===== src/rtl/packer_pkg.sv =====
// Shared types for the byte-to-word write packer.
// Assumes byte lanes of 8 bits; the word size is set by the users' parameters.
package packer_pkg;

    typedef enum logic [1:0] {
        ST_IDLE  = 2'd0,   // waiting for start
        ST_FILL  = 2'd1,   // collecting bytes into the word buffer
        ST_ISSUE = 2'd2,   // word request outstanding
        ST_FIN   = 2'd3    // one-cycle completion
    } pk_state_t;

    localparam logic [7:0] PAD_BYTE = 8'hFF;

endpackage


===== src/rtl/pk_lane_buf.sv =====
// Word assembly buffer: one byte register per lane.
// Every lane is reset to the pad value by clear; one lane is written per
// cycle at most. Assumes clear and a write never coincide.
module pk_lane_buf #(
    parameter int NL = 4
) (
    input  logic              clk,
    input  logic              rst_n,
    input  logic              clear,
    input  logic              we,
    input  logic [$clog2(NL)-1:0] lane_sel,
    input  logic [7:0]        din,
    output logic [NL*8-1:0]   word
);
    import packer_pkg::*;

    localparam int LANE_W = $clog2(NL);

    for (genvar g = 0; g < NL; g++) begin : g_lane
        logic [7:0] lane_q;
        // Hold one byte lane; pad on reset or clear, load when selected.
        always_ff @(posedge clk) begin
            if (!rst_n || clear)
                lane_q <= PAD_BYTE;
            else if (we && lane_sel == LANE_W'(g))
                lane_q <= din;
        end
        assign word[g*8 +: 8] = lane_q;
    end

endmodule


===== src/rtl/pk_seq.sv =====
// Run sequencer: tracks the word address, the lane being filled, the bytes
// left and the bytes committed, and runs the fill/issue handshake.
// Assumes the programmer raises wr_ack for one cycle per request.
module pk_seq #(
    parameter int AW = 32,
    parameter int LW = 16,
    parameter int NL = 4
) (
    input  logic              clk,
    input  logic              rst_n,
    input  logic              start,
    input  logic [AW-1:0]     start_addr,
    input  logic [LW-1:0]     byte_len,
    input  logic              in_valid,
    output logic              in_ready,
    input  logic              wr_ack,
    input  logic              wr_fail,
    output logic              wr_req,
    output logic [AW-1:0]     wr_addr,
    output logic [LW-1:0]     bytes_done,
    output logic              done,
    output logic              error,
    output logic              idle,
    output logic              buf_clear,
    output logic              buf_we,
    output logic [$clog2(NL)-1:0] buf_lane
);
    import packer_pkg::*;

    localparam int LANE_W = $clog2(NL);
    localparam int PEND_W = LANE_W + 1;

    pk_state_t         st;
    logic [AW-1:0]     addr_q;
    logic [LANE_W-1:0] lane_q;
    logic [LW-1:0]     remain_q;
    logic [PEND_W-1:0] pend_q;
    logic [LW-1:0]     count_q;
    logic              err_q;

    logic accept, word_full, ack_ok;

    assign accept    = (st == ST_FILL) && in_valid;
    assign word_full = (lane_q == LANE_W'(NL - 1)) || (remain_q == LW'(1));
    assign ack_ok    = (st == ST_ISSUE) && wr_ack && !wr_fail;

    // Main state, address, lane, remaining and committed counters.
    always_ff @(posedge clk) begin
        if (!rst_n) begin
            st       <= ST_IDLE;
            addr_q   <= '0;
            lane_q   <= '0;
            remain_q <= '0;
            pend_q   <= '0;
            count_q  <= '0;
            err_q    <= 1'b0;
        end else begin
            case (st)
                ST_IDLE: if (start) begin
                    err_q   <= 1'b0;
                    count_q <= '0;
                    pend_q  <= '0;
                    addr_q  <= {start_addr[AW-1:LANE_W], {LANE_W{1'b0}}};
                    lane_q  <= start_addr[LANE_W-1:0];
                    remain_q <= byte_len;
                    st      <= (byte_len == '0) ? ST_FIN : ST_FILL;
                end
                ST_FILL: if (accept) begin
                    lane_q   <= lane_q + 1'b1;
                    remain_q <= remain_q - 1'b1;
                    pend_q   <= pend_q + 1'b1;
                    if (word_full) st <= ST_ISSUE;
                end
                ST_ISSUE: if (wr_ack) begin
                    if (wr_fail) begin
                        err_q <= 1'b1;
                        st    <= ST_FIN;
                    end else begin
                        count_q <= count_q + LW'(pend_q);
                        pend_q  <= '0;
                        if (remain_q == '0) begin
                            st <= ST_FIN;
                        end else begin
                            addr_q <= addr_q + AW'(NL);
                            lane_q <= '0;
                            st     <= ST_FILL;
                        end
                    end
                end
                default: st <= ST_IDLE;
            endcase
        end
    end

    // Port-facing decode of the state.
    assign in_ready   = (st == ST_FILL);
    assign wr_req     = (st == ST_ISSUE);
    assign wr_addr    = addr_q;
    assign bytes_done = count_q;
    assign done       = (st == ST_FIN);
    assign error      = err_q;
    assign idle       = (st == ST_IDLE);

    // Buffer control: pad at start and after each successful word.
    assign buf_clear = ((st == ST_IDLE) && start) || ack_ok;
    assign buf_we    = accept;
    assign buf_lane  = lane_q;

endmodule


===== src/rtl/byte_word_packer.sv =====
// Byte-to-word write packer top: turns a byte stream aimed at any byte
// address into aligned word program requests, padding unused lanes with
// 0xFF, and stops on the first failed word.
// Assumes one outstanding request; byte stream is stalled while it is open.
module byte_word_packer #(
    parameter int AW = 32,
    parameter int LW = 16,
    parameter int NL = 4,
    localparam int DW = NL * 8
) (
    input  logic          clk,
    input  logic          rst_n,
    input  logic          start,
    input  logic [AW-1:0] start_addr,
    input  logic [LW-1:0] byte_len,
    input  logic          in_valid,
    input  logic [7:0]    in_data,
    output logic          in_ready,
    output logic          wr_req,
    output logic [AW-1:0] wr_addr,
    output logic [DW-1:0] wr_data,
    input  logic          wr_ack,
    input  logic          wr_fail,
    output logic [LW-1:0] bytes_done,
    output logic          done,
    output logic          error
);
    localparam int LANE_W = $clog2(NL);

    logic              idle;
    logic              buf_clear, buf_we;
    logic [LANE_W-1:0] buf_lane;

    pk_seq #(.AW(AW), .LW(LW), .NL(NL)) u_seq (
        .clk(clk), .rst_n(rst_n), .start(start), .start_addr(start_addr),
        .byte_len(byte_len), .in_valid(in_valid), .in_ready(in_ready),
        .wr_ack(wr_ack), .wr_fail(wr_fail), .wr_req(wr_req),
        .wr_addr(wr_addr), .bytes_done(bytes_done), .done(done),
        .error(error), .idle(idle), .buf_clear(buf_clear),
        .buf_we(buf_we), .buf_lane(buf_lane)
    );

    pk_lane_buf #(.NL(NL)) u_buf (
        .clk(clk), .rst_n(rst_n), .clear(buf_clear), .we(buf_we),
        .lane_sel(buf_lane), .din(in_data), .word(wr_data)
    );

    // no byte is taken while a request is open.
    p_ready_blocked_r8: assert property (@(posedge clk) disable iff (!rst_n)
        wr_req |-> !in_ready);

    // request fields hold until acknowledged.
    p_req_hold_r9: assert property (@(posedge clk) disable iff (!rst_n)
        (wr_req && !wr_ack) |=> (wr_req && $stable(wr_addr) && $stable(wr_data)));

    // word addresses are aligned.
    p_addr_aligned_r1: assert property (@(posedge clk) disable iff (!rst_n)
        wr_req |-> (wr_addr[LANE_W-1:0] == '0));

    // a failed word ends the run with error, count unchanged.
    p_fail_stops_r6: assert property (@(posedge clk) disable iff (!rst_n)
        (wr_req && wr_ack && wr_fail) |=> (done && error && $stable(bytes_done)));

    // done lasts one cycle.
    p_done_pulse_r10: assert property (@(posedge clk) disable iff (!rst_n)
        done |=> !done);

    // zero-length run completes at once.
    p_zero_len_r5: assert property (@(posedge clk) disable iff (!rst_n)
        (start && idle && byte_len == '0) |=> (done && !error && bytes_done == '0 && !wr_req));

endmodule


===== config.mk =====
export PLATFORM = sky130hd
export DESIGN_NAME = byte_word_packer
export DESIGN_NICKNAME = d
export VERILOG_FILES = /design/src/rtl/packer_pkg.sv /design/src/rtl/pk_lane_buf.sv /design/src/rtl/pk_seq.sv /design/src/rtl/byte_word_packer.sv
export SDC_FILE = /design/constraint.sdc
export NUM_CORES = 1
export LEC_CHECK = 0
export BUFFER_PORTS_ARGS = -buffer_cell sky130_fd_sc_hd__buf_4
export CORE_MARGIN = 1
export CORE_UTILIZATION = 54
export DETAILED_ROUTE_END_ITERATION = 10
export HOLD_SLACK_MARGIN = 0.05
export PLACE_DENSITY_LB_ADDON = 0.08
export SETUP_SLACK_MARGIN = 0.15
export SLEW_MARGIN = 20
export SYNTH_ARGS = -nofsm -noshare
export SYNTH_HDL_FRONTEND = slang
export SYNTH_HIERARCHICAL = 1
export SYNTH_SLANG_ARGS = --single-unit

===== constraint.sdc =====
create_clock -name clk -period 2.45 [get_ports clk]
set_input_delay 0.49 -clock clk [delete_from_list [all_inputs] [get_ports clk]]
set_output_delay 0.49 -clock clk [all_outputs]
set_load 0.005 [all_outputs]

# == Yosys cells after proc, flatten, opt, wreduce, memory -nomap -nowiden ==
# Index checks and enable logic that the tools add are counted.
# totals
regBits,104
latchBits,0
ram_bits,0
rom_bits,0
input_bits,62
output_inout_bits,84
elab_cells,92
n_memories,0
# op_classes
add_sub_neg,5
multipliers,0
div,0
magnitude_cmp,0
eq_ne,14
shifts,0
n_mux,35
bitwise,0
reduce_logical,27
# ops
operator,n
2-to-1 mux 32 bit,4
2-to-1 mux 16 bit,5
case mux 16 bit (2 select lines),2
case mux 32 bit (2 select lines),1
adder 32 x 3 -> 32 bit (second input constant),1
logical NOT 16 bit,2
2-to-1 mux 2 bit,12
adder 16 x 3 -> 16 bit,1
== test 16 x 1 -> 1 bit (second input constant),1
subtractor 16 x 1 -> 16 bit (second input constant),1
2-to-1 mux 3 bit,4
case mux 2 bit (3 select lines),2
AND reduction 4 bit,3
AND reduction 5 bit,2
case mux 3 bit (3 select lines),1
== test 2 bit (second input constant),4
logical AND 1 bit,8
!= test 2 x 1 -> 1 bit (second input constant),4
!= test 2 bit (second input constant),3
AND reduction 6 bit,1
== test 2 x 1 -> 1 bit (second input constant),2
logical NOT 2 bit,2
nonzero test 2 bit,2
adder 3 x 1 -> 3 bit (second input constant),1
7 further kinds,12

# == Depth between registers and ports, before layout ==
# Gate-level depths: netlist of run 1.
# depth
ltp_word,5
depth_mapped,9

# == Hierarchy ==
# The synthesis of run 1 kept the hierarchy.
# modules_own_cells
module,n_inst,cells_each,area_each_um2
pk_seq,1,574,4425.5
pk_lane_buf,1,122,1365.1

# == Worst setup path before layout of run 1 ==
# OpenSTA, ideal clock, no wires.
# synth_path
path_type,register -> register
start,register u_seq.st[1]
end,register u_buf.g_lane[0].lane_q[0]
arrival_ns,2.066
required_ns,2.314
setup_slack_ns,0.248
path_stages_with_launch,10
path_buffers,4
period_less_slack_ns,2.202
path_cell_list,dfxtp_1 > inv_1 > ha_1 > clkbuf_1 > clkbuf_1 > and2_1 > buf_4 > or3b_1 > buf_6 > mux2i_1
# synth_lines
element,line,source
from (decl),pk_seq.sv:33,pk_state_t st;
from (signal assigned),pk_seq.sv:66,st <= (byte_len == '0) ? ST_FIN : ST_FILL;
== test 2 x 1 -> 1 bit,-,
named net in_ready,byte_word_packer.sv:18,"output logic in_ready,"
logical AND 1 bit,pk_seq.sv:43,assign accept = (st == ST_FILL) && in_valid;
named net buf_we,byte_word_packer.sv:31,"logic buf_clear, buf_we;"
logical AND 1 bit,pk_lane_buf.sv:25,else if (we && lane_sel == LANE_W'(g))
to (signal assigned),pk_lane_buf.sv:26,lane_q <= din;
to (decl),pk_lane_buf.sv:20,logic [7:0] lane_q;
# The timed path passes the listed nets, and every way through them passes these cells.
# A chain may end at the register's enable or synchronous reset.

# == Worst setup path in the final report of run 1 ==
# layout_path
start,register u_seq.pend_q[0]
end,"register u_seq.count_q[6], in the netlist u_seq/bytes_done[6]"
# layout_via
elab_chain_len,4
# layout_lines
element,line,source
from (decl),pk_seq.sv:37,logic [PEND_W-1:0] pend_q;
from (signal assigned),pk_seq.sv:71,pend_q <= pend_q + 1'b1;
adder 16 x 3 -> 16 bit,pk_seq.sv:79,count_q <= count_q + LW'(pend_q);
2-to-1 mux 16 bit,pk_seq.sv:75,if (wr_fail) begin
2-to-1 mux 16 bit,pk_seq.sv:74,ST_ISSUE: if (wr_ack) begin
case mux 16 bit (2 select lines),pk_seq.sv:58,case (st)
to (signal assigned),pk_seq.sv:79,
to (decl),pk_seq.sv:38,logic [LW-1:0] count_q;
# Every way passes these cells. The select of a mux whose other input is x is not followed.

==> results of run 1 <==
==> per-layer routing <==
metal  share of wire (%)  up-vias  wire (µm)  global-route usage (%)
met1                  44     2882       7510                    40.7
li1                    -     2870          -                       -
met5                   0        -          0                       0
met2                  46      284       7980                    48.7
met3                 7.8       34       1330                    4.27
met4                 2.1        0        365                    12.1
==> final timing paths <==
kind              slack, ns                start                   to
setup / recovery       0.19      u_seq/pend_q[0]  u_seq/bytes_done[6]
hold / removal         0.42        start_addr[5]     u_seq/wr_addr[5]
setup reg to reg       0.19      u_seq/pend_q[0]  u_seq/bytes_done[6]
hold reg to reg        0.50  u_seq/bytes_done[2]  u_seq/bytes_done[2]
==> area by class of cell <==
type | count | area, µm² | area share [%]
multi-input cells | 526 | 3530 | 48.0
flip-flops and latches | 102 | 2050 | 27.8
repair buffers | 175 | 1320 | 18.0
well taps | 136 | 170 | 2.32
clock buffers | 11 | 141 | 1.92
inverters | 20 | 75.1 | 1.02
clock inverters | 5 | 65.1 | 0.885
==> kinds of logic (layout without fill, tap and decap cells) <==
family / after synthesis / count (layout) / synth area share, %
other: 1 / 2 / 0.0648
multiplexers: 38 / 38 / 6.59
buffers and inverters: 69 / 211 / 5.03
XOR/XNOR: 12 / 12 / 1.82
AND/OR/NAND/NOR: 286 / 286 / 28.4
adder cells (fa/ha/maj): 13 / 13 / 2.94
AO/OA/AOI/OAI: 175 / 175 / 19.9
flip-flops: 102 / 102 / 35.3
==> per-stage QoR <==
stage / setup TNS, ns / std cells / cell area [µm²] / power [W] / worst slack, ns
after floorplan: 0 / 697 / 5790 / 0.00463 / 0.248
final: 0 / 975 / 7350 / 0.00716 / 0.194
after global placement: 0 / 959 / 7070 / 0.00574 / 0.227
after global routing: -0.00614 / 975 / 7350 / 0.00759 / -0.00614
after detailed placement: 0 / 959 / 7070 / 0.00587 / 0.118
after CTS: 0 / 975 / 7290 / 0.00701 / 0.132
==> registers in the layout, indices dropped and copies added (netlist names) <==
signal / count
u_seq/wr_addr: 30
u_seq/remain_q: 16
u_seq/error: 1
u_buf/g_lane.lane_q: 32
u_seq/buf_lane: 2
u_seq/pend_q: 3
u_seq/st: 2
u_seq/bytes_done: 16
==> synthesized netlist by cell type (8+ instances only) <==
| cell | count | area, µm² |
|---|---|---|
| inv_1 | 19 | 71.3 |
| nor4_1 | 12 | 75.1 |
| a31oi_1 | 17 | 106 |
| xnor2_1 | 8 | 70.1 |
| a22oi_1 | 10 | 75.1 |
| nand3_1 | 25 | 125 |
| a21oi_1 | 53 | 265 |
| ha_1 | 12 | 150 |
| or3_1 | 8 | 50.1 |
| nor3b_1 | 43 | 323 |
| nand2b_1 | 8 | 50.1 |
| clkbuf_1 | 35 | 131 |
| nand4_1 | 21 | 131 |
| nor3_1 | 15 | 75.1 |
| dfxtp_1 | 102 | 2040 |
| and2_1 | 11 | 68.8 |
| nor2_1 | 57 | 214 |
| o21ai_0 | 32 | 160 |
| nand2_1 | 48 | 180 |
| buf_2 | 8 | 40.0 |
| mux2i_1 | 37 | 370 |
==> where the power goes <==
group | total, W | switching (W) | internal, W
Clock | 0.00111 | 0.000600 | 0.000512
Sequential | 0.00246 | 0.000462 | 0.00200
Combinational | 0.00359 | 0.00208 | 0.00151
Total | 0.00716 | 0.00314 | 0.00402
==> what timing repair did <==
| item | CTS | global route |
|---|---|---|
| gates resized for setup | 2 | 18 |
| setup endpoints to repair | 13 | 39 |
| cloned | 0 | 0 |
==> worst register-to-register path, cell delays in order, from the launching register on <==
cell and delay (ns):
dfxtp_1 0.41, ha_1 0.20, inv_1 0.06, fa_1 0.37, nand2b_1 0.19, a221oi_1 0.33, buf_4 0.22, nand4_1 0.13
xor2_1 0.20, nor2_1 0.05
==> results.cfg, run 1 <==
[critical_path]
critical_path.top_delay_family = adder cells
crit_fanout = 6
endpoint_kind = flip-flop
crit_chain = ha_1 -> inv_1 -> fa_1 -> nand2b_1 -> a221oi_1 -> buf_4 -> nand4_1 -> xor2_1 -> nor2_1
cp_data_required_time_ns = 2.70
worst-path-stages = 9
reg2regPathDepth = 9
cp.arrival_ns = 2.50
crit_slowest_cell = dfxtp_1
crit_buf_inv = 2
critPathLaunchType = flip-flop
path_class = flip-flop to flip-flop
critPathMaxStageDelay_ns = 0.41

[die]
design.core.area_um2 = 10400
initial_core_util_pct = 55.8
dieArea_um2 = 11100
die_h_um = 106
die-width_um = 106
rows = 37
ios = 146

[place]
io_buffers = 143
gp_congestion = 0.916
hpwl_mm = 12.4

[drt]
wire_per_inst_um = 17.6
num_vias = 6070
drc_errors = 0
first_iter_violations = 564
routed_wl_mm = 17.2
drt_first_pass_iters = 5
vias_per_cell = 6.23
ant_nets = 0

[flow_run]
drv_cap = 0

[sta]
timing.fmax_ghz = 0.443
finalCritPeriodShare_pct = 92.1
slew_viol_final = 0
rsz0062_at_grt = true
max-slew-margin-rel_pct = 53.9
fin_crit_ns = 2.26
setup_viol = 0
finalHoldViolCount = 0
hold_ws_ns = 0.420
clock-skew-final_ns = 0.0130
worst_pin_slew_ns = 0.673

[clocking]
cts_buffers = 9
htree_levels = 3
clk_latency_ns = 0.37
cts_sinks = 102
cts-root-buf = clkbuf_8
cts_tree = built
clk_pin_slew_ns = 0.10
cts_max_path_buffers = 2
postCtsSetupRepairBufs = 0
hold_buffers = 0

[cells_and_area]
fillers = 880
layout_common_cells = buf_4, dfxtp_1, nor2_1
final_common_cell = buf_4
syn_to_final_growth_pct = 26.9
fin_util_pct = 70.9
layout-drive-gt1-share_pct = 26.5
fin_nets = 909
n_antenna_cell = 0

[grt]
first_global_vias = 5582
grt_util_all_layers_pct = 30.2
overflow = 0
grt_max_degree = 45
grt_pass1_wl_mm = 27.3
antenna_found_initial = 0

[status]
status = completed

[hold_path]
min_path_type = input pin to flip-flop
holdPathStages = 3

[yosys]
syn_area_um2 = 5790
async_reset_ff_share_pct = 0
ys_types = 71
synth_ff_type = dfxtp_1
synth_edf_count = 0
ys_warn_count = 6
syn_inst = 696
synth.avg_cell_area_um2 = 8.32
synth_seq_cells = 102
synth-seq-area-share_pct = 35.3

[power]
peakVddDrop_mv = 0.586
leakagePower_nw = 2.98
power_density_nw_per_um2 = 974
Power figures use the tool's default switching activity.
==> inputs of run 2 (changes only) <==
CORE_UTILIZATION = 53   (was 54)
SYNTH_HIERARCHICAL = not set   (was 1)
==> run 2 against run 1 <==
Net effect:
- clock skew barely moved
- critical path type unchanged
- non-clock buffer count fell by 5
- critical endpoint is now u_seq.wr_addr[25]
- final cell count grew 0.51%
- largest power group unchanged
==> results.cfg, run 2 <==
[status]
status = completed

[cells_and_area]
fin_util_pct = 71.5
layout_common_cells = buf_4, nand2_1, dfxtp_1
design_area_um2 = 7120
syn_to_final_growth_pct = 28.5
largest_register_ffs = 32
n_antenna_cell = 0
fillers = 814
fin_nets = 921
final_common_cell = buf_4
layout-drive-gt1-share_pct = 24.7
top_register = u_buf.g_lane.lane_q

[critical_path]
critPathMaxStageDelay_ns = 0.50
cp.arrival_ns = 2.45
reg2regPathDepth = 6
r2r_setup_slack_ns = 0.27
critPathLaunchType = flip-flop
critical_path.top_delay_family = simple AND/OR/NAND/NOR gates
regToRegEndpoint = u_seq.wr_addr[25]
crit_slowest_cell = dfxtp_1
crit_fanout = 9
path_class = flip-flop to flip-flop
crit_buf_inv = 1
worst-path-stages = 6
cp_data_required_time_ns = 2.72
endpoint_kind = flip-flop
crit_chain = nand4_1 -> nor4_1 -> buf_4 -> nand3_1 -> and3_1 -> o31a_1
timing.rr.start = u_seq.wr_addr[9]

[hold_path]
min_path_type = input pin to flip-flop
holdPathStages = 3
whs_endpoint = u_buf.g_lane[1].lane_q[7]
hold_start = in_data[7]

[yosys]
synth_ff_type = dfxtp_1
synth_edf_count = 0
ys_warn_count = 0
async_reset_ff_share_pct = 0
synth_seq_cells = 102
ys_types = 61
synth_top_area_share_pct = 36.9
synth_most_common_cell = nand2_1
synth-seq-area-share_pct = 36.9
synth_area_leader_cell = dfxtp_1
syn_inst = 703
yosys-top-cells-count = nand2_1, dfxtp_1, nand3_1, nor2_1, a21oi_1
synth_area_leaders = dfxtp_1, nand2_1, nand3_1
synth.avg_cell_area_um2 = 7.88
syn_area_um2 = 5540

[grt]
grt_max_degree = 38
overflow = 0
antenna_found_initial = 0
first_global_vias = 5401
grt_pass1_wl_mm = 26.1
grt_util_all_layers_pct = 29.0

[sta]
slew_viol_final = 0
setup_viol = 0
timing.fmax_ghz = 0.459
worst_pin_slew_ns = 0.642
finalHoldViolCount = 0
rsz0062_at_grt = false
setup_ws_ns = 0.271
max-slew-margin-rel_pct = 57.2
fin_tns_setup_ns = 0
clock-skew-final_ns = 0.0128
finalCritPeriodShare_pct = 88.9
fin_crit_ns = 2.18

[clocking]
cts_sinks = 102
cts_tree = built
cts-root-buf = clkbuf_8
htree_levels = 3
cts_max_path_buffers = 2
clk_latency_ns = 0.38
clk_pin_slew_ns = 0.11
cts_buffers = 9

[place]
dpl_cell_area_um2 = 6810
io_buffers = 143
dpl_worst_slack_ns = 0.166
gp_congestion = 0.875
hpwl_mm = 11.5

[drt]
first_iter_violations = 339
drt_first_pass_iters = 5
routed_wl_mm = 16.3
wire_per_inst_um = 16.6
vias_per_cell = 6.13
drc_errors = 0
num_vias = 6006
ant_nets = 0

[die]
rows = 36
ios = 146
initial_core_util_pct = 55.7
die_h_um = 104
design.core.area_um2 = 9950
die-width_um = 104
dieArea_um2 = 10900

[flow_run]
drv_cap = 0

[power]
power_density_nw_per_um2 = 1040
leakagePower_nw = 2.91
peakVddDrop_mv = 0.690
## run 2: layout make-up
cell class                      count  area [µm²]  share of cell area, %
Clock buffer                       10         138                   1.93
Clock inverter                      6        75.1                   1.05
Inverter                           18        67.6                  0.949
Multi-Input combinational cell    541        3310                   46.5
Sequential cell                   102        2050                   28.8
Tap cell                          133         166                   2.34
Timing Repair Buffer              170        1320                   18.5
## run 2: worst max-delay path by stage
stage,from,to,slack [ns]
floorplan,u_seq.st[0],u_seq.wr_addr[5],0.33
global placement,u_seq.st[0],u_seq.wr_addr[16],0.30
detailed placement,u_seq.st[0],u_seq.wr_addr[5],0.17
CTS,u_seq.st[0],u_seq.wr_addr[16],0.15
global route,u_seq.wr_addr[9],u_seq.wr_addr[29],0.07
finish,u_seq.wr_addr[9],u_seq.wr_addr[25],0.27
## run 2: through the flow
stage | total power, W | hold WS [ns] | instances
after floorplan | 0.00466 | 0.443 | 704
after global placement | 0.00587 | 0.453 | 961
after detailed placement | 0.00600 | 0.459 | 961
after CTS | 0.00715 | 0.347 | 977
after global routing | 0.00788 | 0.353 | 980
final | 0.00740 | 0.356 | 980
## run 2: cell families (layout without fill, tap and decap cells)
kind of cell	after synthesis	count (layout)	share of synthesized area (%)
flip-flops	102	102	36.9
XOR/XNOR	13	13	2.06
adder cells (fa/ha/maj)	17	17	3.97
buffers and inverters	61	204	4.63
AO/OA/AOI/OAI	148	148	17.8
multiplexers	10	10	1.85
AND/OR/NAND/NOR	351	351	32.8
other	1	2	0.0677
## run 2: worst register-to-register path: stages, from the launching register on
cell and delay (ns):
dfxtp_1 0.50, nand4_1 0.32, nor4_1 0.47, buf_4 0.21, nand3_1 0.09, and3_1 0.22
o31a_1 0.28
## run 2: what timing repair did
item | CTS | global route
buffers inserted | 0 | 2
pin swaps | 0 | 2
gates resized for setup | 1 | 15
hold buffers | 0 | 0
setup endpoints to repair | 4 | 36
## run 2: power breakdown
part | internal [W] | total [W] | switching (W)
logic | 0.00166 | 0.00367 | 0.00201
clock network | 0.000517 | 0.00115 | 0.000638
registers | 0.00203 | 0.00257 | 0.000540
total | 0.00421 | 0.00740 | 0.00319
## run 2: per-layer routing
| layer | vias to the layer above | wire length, µm | GRT usage, % |
|---|---|---|---|
| met2 | 268 | 7930 | 49.6 |
| li1 | 2870 | - | - |
| met4 | 0 | 303 | 10.4 |
| met5 | - | 0 | 0 |
| met1 | 2832 | 6870 | 36.7 |
| met3 | 36 | 1200 | 5.01 |
